$ cat src/rtl/blkc_host_seq.sv
module blkc_host_seq #(
  parameter int LAT_ENC = 214,
  parameter int LAT_KD  = 80,
  parameter int LAT_DEC = 214,
  parameter int LAT_KDD = 288
) (
  input  logic         clk,
  input  logic         rst_n,
  input  logic         bus_sel,
  input  logic         bus_wr,
  input  logic [3:0]   bus_addr,
  input  logic [31:0]  bus_wdata,
  output logic [31:0]  bus_rdata,
  output logic         core_start,
  output logic [1:0]   core_mode,
  output logic [1:0]   core_chain,
  output logic [127:0] core_key,
  output logic [127:0] core_iv,
  output logic [127:0] core_din,
  input  logic         core_done,
  input  logic [127:0] core_dout,
  output logic         irq,
  output logic         dma_in_req,
  output logic         dma_out_req
);
  localparam int LM1 = (LAT_ENC > LAT_KD) ? LAT_ENC : LAT_KD;
  localparam int LM2 = (LAT_DEC > LAT_KDD) ? LAT_DEC : LAT_KDD;
  localparam int LMAX = (LM1 > LM2) ? LM1 : LM2;
  localparam int CW = $clog2(LMAX + 1);

  logic en, done_ie, err_ie, busy, out_avail, done_seen;
  logic done_f, rd_err, wr_err;
  logic [1:0] dtype, mode, chain, in_cnt, out_cnt;
  logic [31:0] key [4];
  logic [31:0] iv [4];
  logic [127:0] blk, res;
  logic [CW-1:0] cnt;
  logic [31:0] out_w;

  wire wr_s = bus_sel & bus_wr;
  wire rd_s = bus_sel & ~bus_wr;

  function automatic logic [31:0] swp(input logic [1:0] t, input logic [31:0] w);
    logic [31:0] r;
    case (t)
      2'd0: r = w;
      2'd1: r = {w[15:0], w[31:16]};
      2'd2: r = {w[7:0], w[15:8], w[23:16], w[31:24]};
      default: for (int i = 0; i < 32; i++) r[i] = w[31-i];
    endcase
    return r;
  endfunction

  function automatic logic [CW-1:0] lat(input logic [1:0] m);
    case (m)
      2'd0: return CW'(LAT_ENC - 1);
      2'd1: return CW'(LAT_KD - 1);
      2'd2: return CW'(LAT_DEC - 1);
      default: return CW'(LAT_KDD - 1);
    endcase
  endfunction

  always_comb begin
    case (out_cnt)
      2'd0: out_w = res[127:96];
      2'd1: out_w = res[95:64];
      2'd2: out_w = res[63:32];
      default: out_w = res[31:0];
    endcase
  end

  always_comb begin
    bus_rdata = 32'd0;
    case (bus_addr[3:2])
      2'd0: case (bus_addr[1:0])
        2'd0: bus_rdata = {21'd0, err_ie, done_ie, 2'd0, chain, mode, dtype, en};
        2'd1: bus_rdata = {28'd0, busy, wr_err, rd_err, done_f};
        2'd3: bus_rdata = out_avail ? swp(dtype, out_w) : 32'd0;
        default: bus_rdata = 32'd0;
      endcase
      2'd1: bus_rdata = key[bus_addr[1:0]];
      2'd2: bus_rdata = iv[bus_addr[1:0]];
      default: bus_rdata = 32'd0;
    endcase
  end

  assign core_mode   = mode;
  assign core_chain  = chain;
  assign core_key    = {key[3], key[2], key[1], key[0]};
  assign core_iv     = {iv[3], iv[2], iv[1], iv[0]};
  assign core_din    = blk;
  assign dma_in_req  = en & ~busy & ~out_avail;
  assign dma_out_req = out_avail;
  assign irq = (done_f & done_ie) | ((rd_err | wr_err) & err_ie);

  always_ff @(posedge clk or negedge rst_n) begin
    if (!rst_n) begin
      en <= 1'b0; done_ie <= 1'b0; err_ie <= 1'b0; busy <= 1'b0;
      out_avail <= 1'b0; done_seen <= 1'b0; done_f <= 1'b0;
      rd_err <= 1'b0; wr_err <= 1'b0; dtype <= 2'd0; mode <= 2'd0;
      chain <= 2'd0; in_cnt <= 2'd0; out_cnt <= 2'd0; blk <= '0;
      res <= '0; cnt <= '0; core_start <= 1'b0;
      for (int i = 0; i < 4; i++) begin key[i] <= '0; iv[i] <= '0; end
    end else begin
      core_start <= 1'b0;
      if (busy) begin
        if (core_done) done_seen <= 1'b1;
        if (cnt != '0) cnt <= cnt - CW'(1);
        else if (done_seen || core_done) begin
          busy   <= 1'b0;
          done_f <= 1'b1;
          if (mode == 2'd1) begin
            key[3] <= core_dout[127:96]; key[2] <= core_dout[95:64];
            key[1] <= core_dout[63:32];  key[0] <= core_dout[31:0];
          end else begin
            res <= core_dout; out_avail <= 1'b1; out_cnt <= 2'd0;
            if (chain == 2'd2) iv[0] <= iv[0] + 32'd1;
            else if (chain == 2'd1) begin
              if (mode == 2'd0) begin
                iv[3] <= core_dout[127:96]; iv[2] <= core_dout[95:64];
                iv[1] <= core_dout[63:32];  iv[0] <= core_dout[31:0];
              end else begin
                iv[3] <= blk[127:96]; iv[2] <= blk[95:64];
                iv[1] <= blk[63:32];  iv[0] <= blk[31:0];
              end
            end
          end
        end
      end
      if (wr_s && bus_addr[3:2] == 2'd1 && !en) key[bus_addr[1:0]] <= bus_wdata;
      if (wr_s && bus_addr[3:2] == 2'd2 && !busy) iv[bus_addr[1:0]] <= bus_wdata;
      if (wr_s && bus_addr == 4'd3) wr_err <= 1'b1;
      if (wr_s && bus_addr == 4'd2 && en) begin
        if (busy || out_avail) wr_err <= 1'b1;
        else begin
          case (in_cnt)
            2'd0: blk[127:96] <= swp(dtype, bus_wdata);
            2'd1: blk[95:64]  <= swp(dtype, bus_wdata);
            2'd2: blk[63:32]  <= swp(dtype, bus_wdata);
            default: blk[31:0] <= swp(dtype, bus_wdata);
          endcase
          in_cnt <= in_cnt + 2'd1;
          if (in_cnt == 2'd3) begin
            busy <= 1'b1; cnt <= lat(mode); core_start <= 1'b1; done_seen <= 1'b0;
          end
        end
      end
      if (rd_s && bus_addr == 4'd3) begin
        if (busy || !out_avail) rd_err <= 1'b1;
        else begin
          out_cnt <= out_cnt + 2'd1;
          if (out_cnt == 2'd3) out_avail <= 1'b0;
        end
      end
      if (wr_s && bus_addr == 4'd0) begin
        done_ie <= bus_wdata[9];
        err_ie  <= bus_wdata[10];
        if (bus_wdata[7]) done_f <= 1'b0;
        if (bus_wdata[8]) begin rd_err <= 1'b0; wr_err <= 1'b0; end
        if (!en) {chain, mode, dtype} <= bus_wdata[6:1];
        en <= bus_wdata[0];
        if (!bus_wdata[0]) begin
          busy <= 1'b0; in_cnt <= 2'd0; out_cnt <= 2'd0;
          out_avail <= 1'b0; done_seen <= 1'b0;
        end
      end
    end
  end
endmodule

$ cat config.mk
export PLATFORM = sky130hd
export DESIGN_NAME = blkc_host_seq
export DESIGN_NICKNAME = d
export VERILOG_FILES = /design/src/rtl/blkc_host_seq.sv
export SDC_FILE = /design/constraint.sdc
export NUM_CORES = 2
export LEC_CHECK = 0
export CAP_MARGIN = 20
export CELL_PAD_IN_SITES_DETAIL_PLACEMENT = 0
export CELL_PAD_IN_SITES_GLOBAL_PLACEMENT = 2
export CORE_MARGIN = 1
export CORE_UTILIZATION = 29
export DETAILED_ROUTE_END_ITERATION = 12
export PLACE_DENSITY_LB_ADDON = 0.1
export REMOVE_ABC_BUFFERS = 1
export SLEW_MARGIN = 20
export SYNTH_ARGS = -nofsm -noshare
export SYNTH_HDL_FRONTEND = slang
export SYNTH_SLANG_ARGS = --single-unit
$ cat constraint.sdc
create_clock -name clk -period 4.8 [get_ports clk]
set_clock_uncertainty 0.2 [all_clocks]
set_input_delay 1.44 -clock clk [delete_from_list [all_inputs] [get_ports clk]]
set_output_delay 1.44 -clock clk [all_outputs]
set_load 0.02 [all_outputs]
# Word-level counts from Yosys, hierarchy flattened
# Cells that the tools add are included.
# word_totals
in_bits	169
reg_bits	541
# classes
n_eq_ne	18
n_bitwise	17
addsub	4
magnitude_cmp	2
n_reduce_logical	32
n_mux	89
# ops
cell	n
$mux W128	12
$pmux W32 S3	5
$bwmux W128	2
$mux W32	7
$bmux W32 S2	2
$mux W96	1
$demux W32 S2	1
$mux W9	5
$mux W1	41
$add A32 B1 Y32 const B	1
$mux W2	12
$eq A2 B2 Y1 const B	9
$pmux W9 S2	1
$eq A2 B1 Y1 const B	7
$logic_not A2 Y1	6
$reduce_and A3 Y1	4
$logic_and A1 B1 Y1	10
$reduce_bool A9 Y1	1
$sub A9 B1 Y9 const B	1
$eq A4 B2 Y1 const B	2
$not A1 Y1	8
$and A1 B1 Y1	6
$add A2 B1 Y2 const B	2
$logic_not A4 Y1	1
other kinds (10)	15

# Logic depth before layout (Yosys ltp)
# logic_depth
word_depth	10
depth_mapped	11
ltp_nobuf	8

# Worst setup path before layout
# No wires, ideal clock.
# synth_path
path_kind	input to output
start	in bus_addr[0]
end	out bus_rdata[3]
arrival_time_ps	3349
path_slack_ps	-189
required_ps	3160
n_path_buf	4
path_stages	8
cell_sequence	buf_4 buf_2 buf_2 buf_2 nand4_1 a21oi_1 nor3_1 a221oi_1
# synth_via
elab_chain_len	5
elab_cells_between_ends	12
cone_classes	eq/ne (2); mux (8); bitwise (1); reduce/logical (1)
# synth_rtl
element	line	source
start: declaration	11	input logic [3:0] bus_addr,
$not A2 Y3 (not written as such)	81, 82	
$bmux W32 S2 (on tied branches)	82, 81	
$mux W32 (on tied branches) (2 in series)	82, 81	
$pmux W32 S3 (*)	74	case (bus_addr[3:2])
end: declaration	13	output logic [31:0] bus_rdata,
# Mark *: on every way between the ends. The rest lies on a longest branch, timed or not. The select of a mux whose other input is x is not followed.

# Worst setup path in the final report
# layout_path
start	in bus_addr[0]
end	out bus_rdata[4]
# The elaborated chain is that of the path after synthesis.

==> results.md <==
* Status: complete, but fails checks
* Gate Count Post-Synth at between 3000 and 4000
* R2r startpoint: core_iv[0]$_DFF_PN0_
* Part of the cycle the worst path needs at 1.01
* Num Clock Sinks at 541
* VDD IR-drop max at 0.220 mV
* Routed wire per std cell at 29.8 microns
* First-pass GRT wire length at 220000 microns
* Core area at 102000 sq um
* Post-synth ARST share at 1.00
* H-tree level count at 3
* Congestion Overflow GR at 0
* First-pass detailed-route iteration total at 7
* Most frequent cell after synthesis: nand2_1
* Rows at 117
* Gpl congestion at around 0.92
* Mapped Area at ~30000 sq um
* Worst-Skew Late Latency at ~650 ps
* Seq/Total Area, Yosys at 0.453
* Failing checks: negative setup slack
* P&R area growth vs syn at 38.9%
* Residual DRC at 0
* Hold crit path type: flip-flop to flip-flop
* Horiz. Die Dim at 323 microns
* RR Endpoint: core_iv[30]$_DFF_PN0_
* PD cells at 371 nW/um^2
* Flops & latches, synth at 541
* CTS tree: done
* Final hold viol count at 0
* Worst Hold End: res[11]$_DFFE_PN0P_
* Setup ws final at -68.7 ps
* Fmax at 205 MHz
* Yosys cell types at between 70 and 80
* Port Buffers at slightly below 600
* Util after Layout at 0.407
* Initial antenna violation count at 4
* Detailed Route Iter0 Violations at 2848
* Crit path capture type: output pin
* Die area at between 100000 and 150000 sq um
* Worst hold path cell count at 2
* Crit path arrival time at 3230 ps
* Flop-to-flop setup slack at 970 ps
* Tightest Pin Transition at 951 ps
* Final nets at 3995
* Hold slack at 267 ps
* Largest net degree at the start of global routing at between 100 and 150
* Clock-pin slew of the registers on the worst-case setup and hold paths at about 60 ps
* Critical path class: input pin to output pin
* # fillers at 10100
* DRT antenna net count at 0
* P_leak at around 19 nW
* Routed vias at ~29000
* Ys Warns at 0
* # setup viols final at 9
* Post-synth EDFFs at 0
* Via-to-Cell Ratio at 5.49
* Num CTS Buffers at 70
* CP Max Fanout at 8
* Largest area contributor in the netlist: dfrtp_1
* Gr usage total at 0.295
* Synth Flop Type: dfrtp_1
* Top-level port count at around 590
* Synth top area cells: dfrtp_1 45%, mux2i_1 10%, nand2_1 9.2%
* Worst-case reg-to-reg path depth at 8
* Startpoint class of the critical path: input pin
* Post-synth top area share at 0.453
* Crit path time final at 4870 ps
* Number of global-route vias before repair at 28500
* Syn avg cell area at 9.26 sq um
* HPWL after DPL at 116000 microns
* Worst endpoint required time at 3160 ps
* Hold_sp: res[11]$_DFFE_PN0P_
* Slew HR at 0.366
* CTS Root Cell: clkbuf_16
* Initial Utilization at 0.293
* Final WL at around 160000 microns
* Share of post-route cells with drive strength above 1 at 0.149
* Max Transition Viols Final at 0
* RSZ-0062 raised after global routing: true
* Bufs on Longest Clock Path at 3
* Synth cell count leaders: 732 x nand2_1, 541 x dfrtp_1, 310 x o21ai_0
* Max cap viols at 0
* Die Height at approximately 320 microns
-- cell type report --
class                           instances  area (sq um)  area share
Multi-Input combinational cell       2367         15500       0.374
Sequential cell                       541         13500       0.326
Timing Repair Buffer                  799          8270       0.199
Clock buffer                          106          2110      0.0509
Tap cell                             1368          1710      0.0412
Clock inverter                         23           210     0.00507
Inverter                               37           139     0.00335
Antenna cell                            1          2.50   0.0000603
-- worst max-delay path, stage by stage --
cell and delay, ps:
buf_16 120, buf_12 140, buf_12 130, buf_12 130, mux4_2 510, a22o_1 250
a21oi_2 140, nand3_2 160, buf_6 190
-- flip-flops by register name, summed over array words and instances, names as in the netlist --
signal and count:
busy 1, cnt 9, core_chain 2, core_din 128
core_iv 128, core_key 128, core_mode 2, core_start 1
dma_out_req 1, done_f 1, done_ie 1, done_seen 1
dtype 2, en 1, err_ie 1, in_cnt 2
out_cnt 2, rd_err 1, res 128, wr_err 1
-- metrics by stage --
step	setup WS (ps)	total power, mW	std cells	TNS [ps]	area (sq um)
after CTS	-103	15.5	5236	-547	41300
after global placement	-909	9.95	5080	-19680	38400
after detailed placement	-887	9.97	5080	-19760	38400
final	-68.7	15.4	5242	-283	41500
after global routing	-99.5	15.9	5241	-810	41500
after floorplan	-5030	7.66	2945	-1283230	28700
-- cell usage in the layout (no fill, tap or decap), drive strengths merged, types with 15 or more instances in the layout --
master / n
a211oi: 102
a21o: 100
a21oi: 120
a222oi: 29
a22oi: 23
buf: 236
clkbuf: 110
clkdlybuf4s50: 555
clkinv: 16
dfrtp: 541
inv: 39
mux2: 43
mux2i: 301
mux4: 64
nand2: 737
nand2b: 25
nand3: 45
nand4: 20
nor2: 204
nor3: 29
o21ai: 332
or3: 15
-- logic make-up after synthesis --
logic type               synth area share
adder cells (fa/ha/maj)           0.00419
flip-flops                          0.453
AO/OA/AOI/OAI                       0.167
AND/OR/NAND/NOR                     0.162
multiplexers                        0.165
buffers and inverters              0.0449
XOR/XNOR                          0.00322
-- repair_timing --
action	in CTS	in global routing
pin swaps	32	18
endpoints found under the setup margin	32	30
gates resized for setup	174	43
buffers inserted	29	5
hold buffers	0	0
-- where the power goes --
part	total (mW)	internal [mW]	switching (mW)
logic	4.29	1.93	2.36
registers	5.67	4.98	0.689
clock network	5.43	3.20	2.22
-- metal layers --
layer	track usage	vias to the layer above	part of all wire
li1	-	12600	-
met1	0.388	14700	0.42
met2	0.496	1260	0.48
met3	0.0460	209	0.066
met4	0.0885	0	0.030
met5	0	-	0
-- worst max-delay path by stage --
stage / from / to / slack (ps)
floorplan: core_mode[0]$_DFFE_PN0P_ / core_iv[28]$_DFF_PN0_ / -5030
global placement: bus_addr[3] / bus_rdata[10] / -910
detailed placement: bus_addr[3] / bus_rdata[10] / -890
CTS: bus_addr[0] / bus_rdata[27] / -100
global route: bus_addr[0] / bus_rdata[4] / -100
finish: bus_addr[0] / bus_rdata[4] / -70
Note: power is estimated with default switching activity, not from simulation.
